[config.mk]
export PLATFORM = sky130hd
export DESIGN_NAME = cache_victim_sel
export DESIGN_NICKNAME = d
export VERILOG_FILES = /design/src/rtl/cvs_pkg.sv /design/src/rtl/cvs_rand_order.sv /design/src/rtl/cvs_hist_store.sv /design/src/rtl/cvs_lru_next.sv /design/src/rtl/cvs_victim_pick.sv /design/src/rtl/cache_victim_sel.sv
export SDC_FILE = /design/constraint.sdc
export NUM_CORES = 1
export LEC_CHECK = 0
export BUFFER_PORTS_ARGS = -buffer_cell sky130_fd_sc_hd__buf_2
export CAP_MARGIN = 20
export CELL_PAD_IN_SITES_DETAIL_PLACEMENT = 1
export CELL_PAD_IN_SITES_GLOBAL_PLACEMENT = 1
export CORE_ASPECT_RATIO = 0.75
export CORE_MARGIN = 2
export CORE_UTILIZATION = 42
export CTS_BUF_LIST = sky130_fd_sc_hd__clkbuf_4 sky130_fd_sc_hd__clkbuf_8 sky130_fd_sc_hd__clkbuf_16
export DETAILED_ROUTE_END_ITERATION = 7
export PLACE_DENSITY = 0.74
export SYNTH_ARGS = -nofsm -noshare
export SYNTH_HDL_FRONTEND = slang
export SYNTH_SLANG_ARGS = --single-unit
[constraint.sdc]
create_clock -name clk -period 26.8 [get_ports clk]
set_input_delay 2.68 -clock clk [delete_from_list [all_inputs] [get_ports clk]]
set_output_delay 2.68 -clock clk [all_outputs]
set_load 0.05 [all_outputs]
[src/rtl/cvs_pkg.sv]
package cvs_pkg;

  localparam int POL_RAND = 0;
  localparam int POL_LRR  = 1;
  localparam int POL_LRU  = 2;

  typedef logic [1:0]      way_t;
  typedef way_t [3:0]      order_t;   // entry 0 = oldest
  typedef logic [4:0]      code_t;

  function automatic int fact(input int n);
    int r;
    r = 1;
    for (int i = 2; i <= n; i++) r = r * i;
    return r;
  endfunction

  // history bits per line for a policy / way count
  function automatic int hist_bits(input int ways, input int pol);
    if (pol == POL_LRU) begin
      if (ways == 3) return 3;
      if (ways == 4) return 5;
    end
    return 1;
  endfunction

  // factorial-base code -> age order
  function automatic order_t perm_decode(input code_t code, input int n);
    order_t o;
    logic [3:0] used;
    int rem;
    int wgt;
    int d;
    int k;
    o    = '0;
    used = '0;
    rem  = int'(code);
    for (int i = 0; i < 4; i++) begin
      if (i < n) begin
        wgt = fact(n - 1 - i);
        d   = rem / wgt;
        rem = rem % wgt;
        k   = 0;
        for (int j = 0; j < 4; j++) begin
          if (j < n && !used[j]) begin
            if (k == d) begin
              o[i]    = way_t'(j);
              used[j] = 1'b1;
            end
            k = k + 1;
          end
        end
      end
    end
    return o;
  endfunction

  // age order -> factorial-base code
  function automatic code_t perm_encode(input order_t o, input int n);
    int c;
    int d;
    c = 0;
    for (int i = 0; i < 4; i++) begin
      if (i < n) begin
        d = 0;
        for (int j = 0; j < 4; j++)
          if (j > i && j < n && o[j] < o[i]) d = d + 1;
        c = c + d * fact(n - 1 - i);
      end
    end
    return code_t'(c);
  endfunction

  // move a way to the most-recent slot, keep the rest in order
  function automatic order_t perm_touch(input order_t o, input way_t w, input int n);
    order_t r;
    int k;
    r = o;
    k = 0;
    for (int i = 0; i < 4; i++) begin
      if (i < n && o[i] != w) begin
        r[k] = o[i];
        k    = k + 1;
      end
    end
    r[n - 1] = w;
    return r;
  endfunction

endpackage

[src/rtl/cvs_rand_order.sv]
module cvs_rand_order
  import cvs_pkg::*;
#(
  parameter int WAYS = 4
) (
  input  logic                  clk,
  input  logic                  rst_n,
  output logic [WAYS-1:0][1:0]  pref
);
  localparam int CW = (WAYS > 2) ? 2 : 1;

  logic [CW-1:0] cnt;
  int            cand;

  always_ff @(posedge clk or negedge rst_n) begin
    if (!rst_n) cnt <= '0;
    else        cnt <= cnt + 1'b1;
  end

  // out-of-range counter value maps to way 0; R7: cyclic fallback
  always_comb begin
    cand = (int'(cnt) >= WAYS) ? 0 : int'(cnt);
    for (int i = 0; i < WAYS; i++)
      pref[i] = way_t'((cand + i) % WAYS);
  end

endmodule

[src/rtl/cvs_hist_store.sv]
module cvs_hist_store #(
  parameter int LINES = 64,
  parameter int SW    = 5,
  localparam int IDX_W = $clog2(LINES)
) (
  input  logic             clk,
  input  logic             rst_n,
  input  logic [IDX_W-1:0] idx,
  input  logic             we,
  input  logic [SW-1:0]    wdata,
  output logic [SW-1:0]    rdata
);
  logic [SW-1:0] mem [LINES];

  // cleared history means identity order, way 0 oldest
  always_ff @(posedge clk or negedge rst_n) begin
    if (!rst_n) begin
      for (int i = 0; i < LINES; i++) mem[i] <= '0;
    end else if (we) begin
      mem[idx] <= wdata;   // only the indexed line
    end
  end

  assign rdata = mem[idx];

endmodule

[src/rtl/cvs_lru_next.sv]
module cvs_lru_next
  import cvs_pkg::*;
#(
  parameter int WAYS = 4,
  localparam int SW  = hist_bits(WAYS, POL_LRU)
) (
  input  logic [SW-1:0] state,
  input  logic          acc_vld,
  input  logic [1:0]    acc_way,
  input  logic          fill_vld,
  input  logic [1:0]    fill_way,
  output logic          we,
  output logic [SW-1:0] nxt
);
  order_t ord;

  // hit applied first, fill last (fill way ends most recent)
  always_comb begin
    ord = perm_decode(code_t'(state), WAYS);
    if (acc_vld)  ord = perm_touch(ord, acc_way, WAYS);
    if (fill_vld) ord = perm_touch(ord, fill_way, WAYS);
    nxt = SW'(perm_encode(ord, WAYS));
    we  = acc_vld | fill_vld;
  end

endmodule

[src/rtl/cvs_victim_pick.sv]
module cvs_victim_pick #(
  parameter int WAYS = 4
) (
  input  logic [WAYS-1:0][1:0] pref,
  input  logic [WAYS-1:0]      lock,
  output logic [1:0]           victim
);
  logic [3:0] lk4;
  logic       found;

  assign lk4 = 4'(lock);

  // first unlocked way in preference order; R8: all locked -> last way
  always_comb begin
    victim = 2'(WAYS - 1);
    found  = 1'b0;
    for (int i = 0; i < WAYS; i++) begin
      if (!found && !lk4[pref[i]]) begin
        victim = pref[i];
        found  = 1'b1;
      end
    end
  end

endmodule

[src/rtl/cache_victim_sel.sv]
module cache_victim_sel
  import cvs_pkg::*;
#(
  parameter int WAYS   = 4,
  parameter int LINES  = 64,
  parameter int POLICY = POL_LRU,
  localparam int IDX_W = $clog2(LINES)
) (
  input  logic             clk,
  input  logic             rst_n,
  input  logic [IDX_W-1:0] line_idx,
  input  logic             acc_vld,
  input  logic [1:0]       acc_way,
  input  logic             fill_vld,
  input  logic [WAYS-1:0]  lock_mask,
  output logic [1:0]       victim
);
  // replaced-order policy exists only for two ways
  localparam int EP = (POLICY == POL_LRR && WAYS != 2) ? POL_LRU : POLICY;
  localparam int SW = hist_bits(WAYS, EP);

  generate
    if (WAYS == 1) begin : g_dm

      assign victim = 2'd0;
    end else begin : g_multi
      logic [WAYS-1:0][1:0] pref;

      if (EP == POL_RAND) begin : g_rand
        cvs_rand_order #(.WAYS(WAYS)) u_ord (
          .clk  (clk),
          .rst_n(rst_n),
          .pref (pref)
        );
      end else begin : g_hist
        logic [SW-1:0] cur;
        logic [SW-1:0] nxt;
        logic          we;

        cvs_hist_store #(.LINES(LINES), .SW(SW)) u_store (
          .clk  (clk),
          .rst_n(rst_n),
          .idx  (line_idx),
          .we   (we),
          .wdata(nxt),
          .rdata(cur)
        );

        if (EP == POL_LRR) begin : g_lrr
          // stored bit names the way filled least recently
          assign pref[0] = {1'b0, cur[0]};
          assign pref[1] = {1'b0, ~cur[0]};
          assign we      = fill_vld;
          assign nxt     = SW'(victim == 2'd0);
        end else begin : g_lru

          assign pref = (2 * WAYS)'(perm_decode(code_t'(cur), WAYS));
          cvs_lru_next #(.WAYS(WAYS)) u_next (
            .state   (cur),
            .acc_vld (acc_vld),
            .acc_way (acc_way),
            .fill_vld(fill_vld),
            .fill_way(victim),
            .we      (we),
            .nxt     (nxt)
          );
        end
      end

      cvs_victim_pick #(.WAYS(WAYS)) u_pick (
        .pref  (pref),
        .lock  (lock_mask),
        .victim(victim)
      );
    end
  endgenerate

endmodule

# --- Yosys cells after proc, flatten, opt, wreduce, memory -nomap -nowiden ---
# Cells that the tools add are included.
totals:
  register_bits: 320
  latchBits: 0
  ram_bits: 0
  romBits: 0
  in_bits: 16
  output_inout_bits: 2
  word_cells: 269
  mem_count: 0
op_classes:
  addsub: 16
  n_mul: 1
  div_mod_pow: 2
  n_lt_le_gt_ge: 24
  n_eq_ne: 17
  shifts: 0
  muxes: 121
  bitwise: 3
  reduce_logical: 21
ops:
  columns: ["operator", "count"]
  rows:
  - ["32-bit 2-to-1 mux", 18]
  - ["320-bit bitwise mux", 1]
  - ["32-bit by 2-bit adder with 32-bit output (second input constant)", 8]
  - ["32-bit by 1-bit greater-or-equal comparator with 1-bit output (second input constant)", 6]
  - ["32-bit logical NOT", 6]
  - ["32-bit by 4-bit < comparator with 1-bit output (second input constant)", 6]
  - ["8-bit 2-to-1 mux", 10]
  - ["3-bit by 32-bit equality test with 1-bit output (first input constant)", 2]
  - ["32-bit by 2-bit equality test with 1-bit output", 2]
  - ["32-bit equality test", 2]
  - ["2-bit 2-to-1 mux", 29]
  - ["8-bit bitwise mux", 6]
  - ["1-bit 2-to-1 mux", 40]
  - ["32-bit by 1-bit adder with 32-bit output", 1]
  - ["6-bit by 4-bit divider with 32-bit output (second input constant)", 1]
  - ["2-bit by 32-bit equality test with 1-bit output", 1]
  - ["2-bit by 32-bit equality test with 1-bit output (first input constant)", 1]
  - ["6-bit by 4-bit remainder unit with 32-bit output (second input constant)", 1]
  - ["32-bit by 3-bit multiplier with 4-bit output (second input constant)", 1]
  - ["5-bit binary-select mux with 6-bit select", 1]
  - ["5-bit demux with 6-bit select", 1]
  - ["2-bit demux with 2-bit select", 6]
  - ["2-bit != test", 8]
  - ["5-bit 2-to-1 mux", 3]
  - ["other kinds (15)", 44]

# --- Longest topological paths before layout ---
logic_depth:
  ltp_word: 55
  ltp_mapped: 64
  ltp_nobuf: 57

# --- Hierarchy ---
# Synthesis repeated with hierarchy kept, for this count alone.
unflattened:
  hier_cells: 1628
  area_unflattened_um2: 18564.1
by_module_without_submodules:
  columns: ["module", "instances", "cells_per_inst", "area_per_inst_um2", "seq_area_each_um2"]
  rows:
  - ["cvs_hist_store", 1, 1100, 14757.9, 8007.7]
  - ["cvs_lru_next", 1, 381, 2647.5, 0.0]
  - ["cache_victim_sel", 1, 119, 875.8, 0.0]
  - ["cvs_victim_pick", 1, 28, 282.8, 0.0]

# --- Least setup slack after synthesis ---
# Ideal clock, no wire load.
synth_timing:
  kind: "input port to flip-flop"
  from: "input line_idx[0]"
  to: "register g_multi.g_hist.u_store.mem[14] (netlist name)"
  setup_ns: 0.133
  arrival_ns: 14.505
  required_ns: 26.667
  path_slack_ns: 12.162
  cell_stages: 59
  path_buffers: 6
  path_cell_list: "buf_4 -> buf_6 -> mux4_2 -> mux2_2 -> nand2_1 -> o211ai_1 -> or4_1 -> clkbuf_1 -> nor2_1 -> ha_1 -> inv_1 -> ha_1 -> inv_1 -> nor2_1 -> a41oi_1 -> a32o_1 -> nor3_1 -> xnor2_1 -> [... 23 more ...] -> mux2_4 -> nor2_1 -> a21o_1 -> inv_1 -> ha_1 -> nor2_1 -> a21oi_1 -> ha_1 -> inv_1 -> a2111o_1 -> o311a_1 -> ha_1 -> ha_1 -> a21oi_1 -> nor2b_1 -> xnor2_1 -> clkbuf_1 -> o21ai_0"
synth_between:
  elab_cells_between_ends: 200
  cone_classes: "16 x add/sub; 1 x mul; 2 x div; 20 x order compare; 17 x eq/ne; 121 x mux; 2 x bitwise; 21 x reduce/logical"
synth_lines:
  columns: ["item", "line", "source"]
  rows:
  - ["start: declaration", "cache_victim_sel.sv:11", "input logic [IDX_W-1:0] line_idx,"]
  - ["6-bit inverter with 7-bit output (not written as such) (*)", "cvs_hist_store.sv:24", "assign rdata = mem[idx];"]
  - ["5-bit binary-select mux with 6-bit select (*)", "cvs_hist_store.sv:24", null]
  - ["5-bit 2-to-1 mux (not written as such) (*) (2 in a row)", "cvs_hist_store.sv:24", null]
  - ["6-bit by 4-bit remainder unit with 32-bit output / 6-bit by 4-bit divider with 32-bit output (equally long branches)", "cvs_pkg.sv:42, cvs_pkg.sv:41", null]
  - ["1-bit AND (no source line) / 32-bit logical NOT (equally long branches)", null, null]
  - ["32-bit by 1-bit adder with 32-bit output (no source line) / 1-bit 2-to-1 mux (equally long branches)", null, null]
  - ["32-bit logical NOT / 1-bit 2-to-1 mux (equally long branches)", "cvs_pkg.sv:46, cvs_pkg.sv:45", null]
  - ["1-bit 2-to-1 mux (tied with other cells)", "cvs_pkg.sv:46", "if (k == d) begin"]
  - ["[... 17 more ...]", null, null]
  - ["via victim[0]", "cache_victim_sel.sv:16", "output logic [1:0] victim"]
  - ["[... 18 more ...]", null, null]
  - ["1-bit by 1-bit adder with 2-bit output", "cvs_pkg.sv:67", "if (j > i && j < n && o[j] < o[i]) d = d + 1;"]
  - ["32-bit 2-to-1 mux", "cvs_pkg.sv:67", null]
  - ["32-bit by 2-bit adder with 32-bit output", "cvs_pkg.sv:67", null]
  - ["32-bit 2-to-1 mux", "cvs_pkg.sv:67", null]
  - ["32-bit by 3-bit multiplier with 4-bit output", "cvs_pkg.sv:68", "c = c + d * fact(n - 1 - i);"]
  - ["5-bit adder", "cvs_pkg.sv:68", null]
  - ["5-bit by 2-bit adder with 5-bit output (*)", "cvs_pkg.sv:68", null]
  - ["320-bit bitwise mux (*)", "cvs_hist_store.sv:20", "mem[idx] <= wdata;"]
  - ["end signal: indexed assignment", "cvs_hist_store.sv:20", null]
  - ["end: declaration", "cvs_hist_store.sv:13", "logic [SW-1:0] mem [LINES];"]
# Mark *: on every way through the listed nets, which the timed path passes. The rest lies on a longest branch. The select of a mux whose other input is x is not followed.
# A chain may end at the register's enable or synchronous reset.

# --- Worst setup path in the final report ---
layout_timing:
  from: "input line_idx[2]"
  to: "register g_multi.g_hist.u_store.mem[314] (netlist name)"
layout_between:
  elab_chain_cells: 54
  elab_cells_between_ends: 200
  cone_classes: "16 x add/sub; 1 x mul; 2 x div; 20 x order compare; 17 x eq/ne; 121 x mux; 2 x bitwise; 21 x reduce/logical"
layout_rtl:
  columns: ["item", "line", "source"]
  rows:
  - ["6-bit inverter with 7-bit output (not written as such) (*)", "cvs_hist_store.sv:20, cvs_hist_store.sv:24", null]
  - ["5-bit binary-select mux with 6-bit select", "cvs_hist_store.sv:24", null]
  - ["5-bit 2-to-1 mux (not written as such) (2 in a row)", "cvs_hist_store.sv:24", null]
  - ["6-bit by 4-bit divider with 32-bit output / 6-bit by 4-bit remainder unit with 32-bit output (equally long branches)", "cvs_pkg.sv:41, cvs_pkg.sv:42", null]
  - ["32-bit logical NOT / 1-bit AND (equally long branches)", null, null]
  - ["1-bit 2-to-1 mux / 32-bit by 1-bit adder with 32-bit output (equally long branches)", null, null]
  - ["1-bit 2-to-1 mux / 32-bit logical NOT (equally long branches)", "cvs_pkg.sv:45, cvs_pkg.sv:46", null]
  - ["1-bit by 1-bit adder with 2-bit output (tied with other cells)", "cvs_pkg.sv:50", "k = k + 1;"]
  - ["[... 37 more ...]", null, null]
  - ["1-bit by 1-bit adder with 2-bit output", "cvs_pkg.sv:67", null]
  - ["32-bit 2-to-1 mux", "cvs_pkg.sv:67", null]
  - ["32-bit by 2-bit adder with 32-bit output", "cvs_pkg.sv:67", null]
  - ["32-bit 2-to-1 mux", "cvs_pkg.sv:67", null]
  - ["32-bit by 3-bit multiplier with 4-bit output", "cvs_pkg.sv:68", null]
  - ["5-bit adder", "cvs_pkg.sv:68", null]
  - ["5-bit by 2-bit adder with 5-bit output", "cvs_pkg.sv:68", null]
  - ["320-bit bitwise mux (*)", "cvs_hist_store.sv:20", null]
# Every way passes the cells marked *; elsewhere a longest branch is shown, timed or not. The select of a mux whose other input is x is not followed.

==> impl_results.md <==
* Vias at between 10k and 15k
* CP peak stage delay at 740 ps
* Initial Util at 42.8%
* Initial antenna violation count at 0
* CTS Sinks at 320
* R2r startpoint: g_multi.g_hist.u_store.mem[57]$_DFFE_PN0P_
* Routed len/inst at ~23 µm
* Area Growth Syn to Fin at 9.43%
* Setup TNS at 0 ps
* Buf/Inv on CP at 7
* Max_cap viols at 0
* Setup CP Type: in -> reg
* Slowest-stage cell, CP: a222oi_1
* Worst Setup SP: line_idx[2]
* I/O Buffers at 17
* Nets at roughly 1.8k
* Syn avg cell area at around 9.7 µm²
* Mapped Area at approximately 0.018 mm²
* Max-Slew Margin vs Limit at 32.2%
* Count of different cell masters after synthesis at 100
* Worst skew pair latency at between 500 and 600 ps
* Root buf cell: clkbuf_16
* Max reg flops at 320
* Synth Warn # at 0
* CTS buffer count at 31
* Hold WC Path Type: reg -> reg
* Detailed Place HPWL at 37.5 mm
* EDFF count, synth at 0
* Setup bufs post-CTS at 0
* FFs w/ async S/R, synth at 100%
* Die Span X at around 240 µm
* Pin count of the biggest net entering global routing at between 90 and 100
* DRT Wirelength at 55.5 mm
* Vias in the first global route at about 15k
* CTS tree: done
* H-tree levels at 1
* Clock skew at 21.8 ps
* Post-Synthesis Cells at ~1.8k
* Global-route wire length before repair at slightly below 90 mm
* Largest registers: g_multi.g_hist.u_store.mem: 320 flops
* CTS Buffer Depth at 3
* Worst hold start: g_multi.g_hist.u_store.mem[318]$_DFFE_PN0P_
* N_diodes at 0
* Syn_nets at about 1.9k
* GRT Total Usage at ~26%
* Flops & latches, synth at 320
* DRC viols at 0
* Biggest register: g_multi.g_hist.u_store.mem
* Fin. max-slew vios at 0
* Placer congestion estimate at slightly below 0.9
* Seq/Total Area, Yosys at between 40% and 50%
* Slew @ Worst Pin at 1020 ps
* # IOs at 18
* Row count at between 60 and 70
* Die area at 0.0434 mm²
* Final setup fails at 0
* Setup crit start kind: input port
* Drt pass-1 iters at 5
* Final ANT Viol Nets at 0
* Worst EP required at around 27000 ps
* Vias per inst at ~6
* Outcome: finished, final reports clean
* CP Capture Type: flip-flop
* RSZ-0062 raised after global routing: no
* Die H at between 150 and 200 µm
* Core Box Area at roughly 0.04 mm²
* Crit Path Max Fanout at between 60 and 70
* Critical path data arrival time at 17970 ps
* Crit path time final at roughly 18000 ps
* Most frequent CP cell: ha_1
* Post-CTS Resized at 0
* Gr ovfl total at 0
* Worst path top cell family by delay: compound AO/OA/AOI/OAI gates
* Cts hold-fix bufs at 0
* Max Freq at ~57 MHz
* Final hold viol count at 0
* Top_reg_cell synth: dfrtp_1
* Clk slew on worst S/H paths at 70 ps
* Share of cells above drive strength 1 at between 10% and 20%
* Drt initial violations at approximately 1.2k
* Crit share post-route at 65.5%
* Fillers at around 4.6k
[worst paths after layout]
check | end | slack [ps] | cells past startpoint
max in group asynchronous | g_multi.g_hist.u_store.mem[132]$_DFFE_PN0P_ | 23140 | 2
worst min register to register | g_multi.g_hist.u_store.mem[318]$_DFFE_PN0P_ | 480 | 2
worst max-delay path | g_multi.g_hist.u_store.mem[314]$_DFFE_PN0P_ | 9250 | 53
worst max register to register | g_multi.g_hist.u_store.mem[314]$_DFFE_PN0P_ | 12420 | 51
worst min-delay path | g_multi.g_hist.u_store.mem[318]$_DFFE_PN0P_ | 480 | 2
min in group asynchronous | g_multi.g_hist.u_store.mem[39]$_DFFE_PN0P_ | 2120 | 1
[logic make-up (layout without fill, tap and decap cells)]
| family | count (synthesis) | in the layout | synth area share, % |
|---|---|---|---|
| simple gates | 607 | 607 | 15.5 |
| compound gates | 526 | 526 | 19.1 |
| flops | 320 | 320 | 45.7 |
| mux | 171 | 171 | 12.7 |
| buf+inv | 142 | 149 | 3.63 |
| fa+ha+maj | 31 | 31 | 2.30 |
| xor+xnor | 19 | 19 | 1.06 |
[Yosys cell counts (22+ instances only)]
cell,number,area [µm²]
mux4_2,33,743
a21oi_1,32,160
clkbuf_1,49,184
mux2i_1,52,521
o21ai_1,65,325
o21ai_0,225,1130
o22ai_1,22,138
dfrtp_1,320,8010
nor2_1,70,263
nor3_1,28,140
inv_1,43,161
mux2_2,84,946
ha_1,29,363
nand2_1,382,1430
[worst register-to-register path, delay by kind of cell (launching register included)]
kind / cells / cell delay [ps]
AOI/OAI and AO/OA: 17 / 5210
xor gates and xnor gates: 3 / 400
and+or+nand+nor: 14 / 3890
muxes: 2 / 570
DFF: 1 / 370
adders and majority gates: 9 / 2620
buffers and inverters: 6 / 1160
[per-stage QoR]
step	setup WS (ps)	cells	cell area, µm²	hold WS [ps]	util, %
3_5_place_dp	8880	2325	18100	466	44.2
6_report	9250	2384	19200	478	46.8
4_1_cts	9430	2383	19200	481	46.7
5_1_grt	8270	2384	19200	503	46.8
2_1_floorplan	12160	1816	17500	442	-
3_3_place_gp	9300	2325	18100	454	44.2
[area by class of cell]
type	instances	area (µm²)	share of cell area (%)
clock buffer	41	882	4.60
clock inverter	17	171	0.893
inverter	46	173	0.900
multi-input combinational	1354	8930	46.5
sequential	320	8010	41.7
tap	561	702	3.66
timing repair buffer	45	332	1.73
[cells in the final DEF, fill, tap and decap left out, types with 7 or more instances in the layout]
master and instances:
ha_1 28, o221ai_1 11, xnor2_1 15, nand3_1 9, a21oi_1 32, o21ai_0 225
and2_1 9, nand2_1 382, a221oi_1 8, a21o_1 9, o22ai_1 22, and3_1 9
o21ai_1 65, nand2b_1 14, mux4_2 33, inv_1 43, nor3b_1 12, mux2i_1 52
nor2_1 70, buf_2 15, nor3_1 28, dfrtp_1 320, o211ai_1 9, a31oi_1 9
nor2b_1 14, a22oi_1 13, or3_1 10, buf_4 27, mux2_2 84, or2_2 9
clkinv_2 10, clkbuf_16 31, a211o_1 7, o2bb2ai_1 7, o21a_1 8, a211oi_1 7
[metal layers]
layer  part of all wire [%]  wire length [µm]  vias up  global-route usage (%)
met4                    2.1              1140        0                    5.22
li1                       -                 -     6541                       -
met5                      0                 0        -                       0
met2                     44             24200      376                    38.7
met1                     48             26700     7368                    38.5
met3                    6.2              3440       75                    5.26
Power is not shown: default switching activity piles up to over one toggle a cycle in this logic, so the estimate is an artifact.
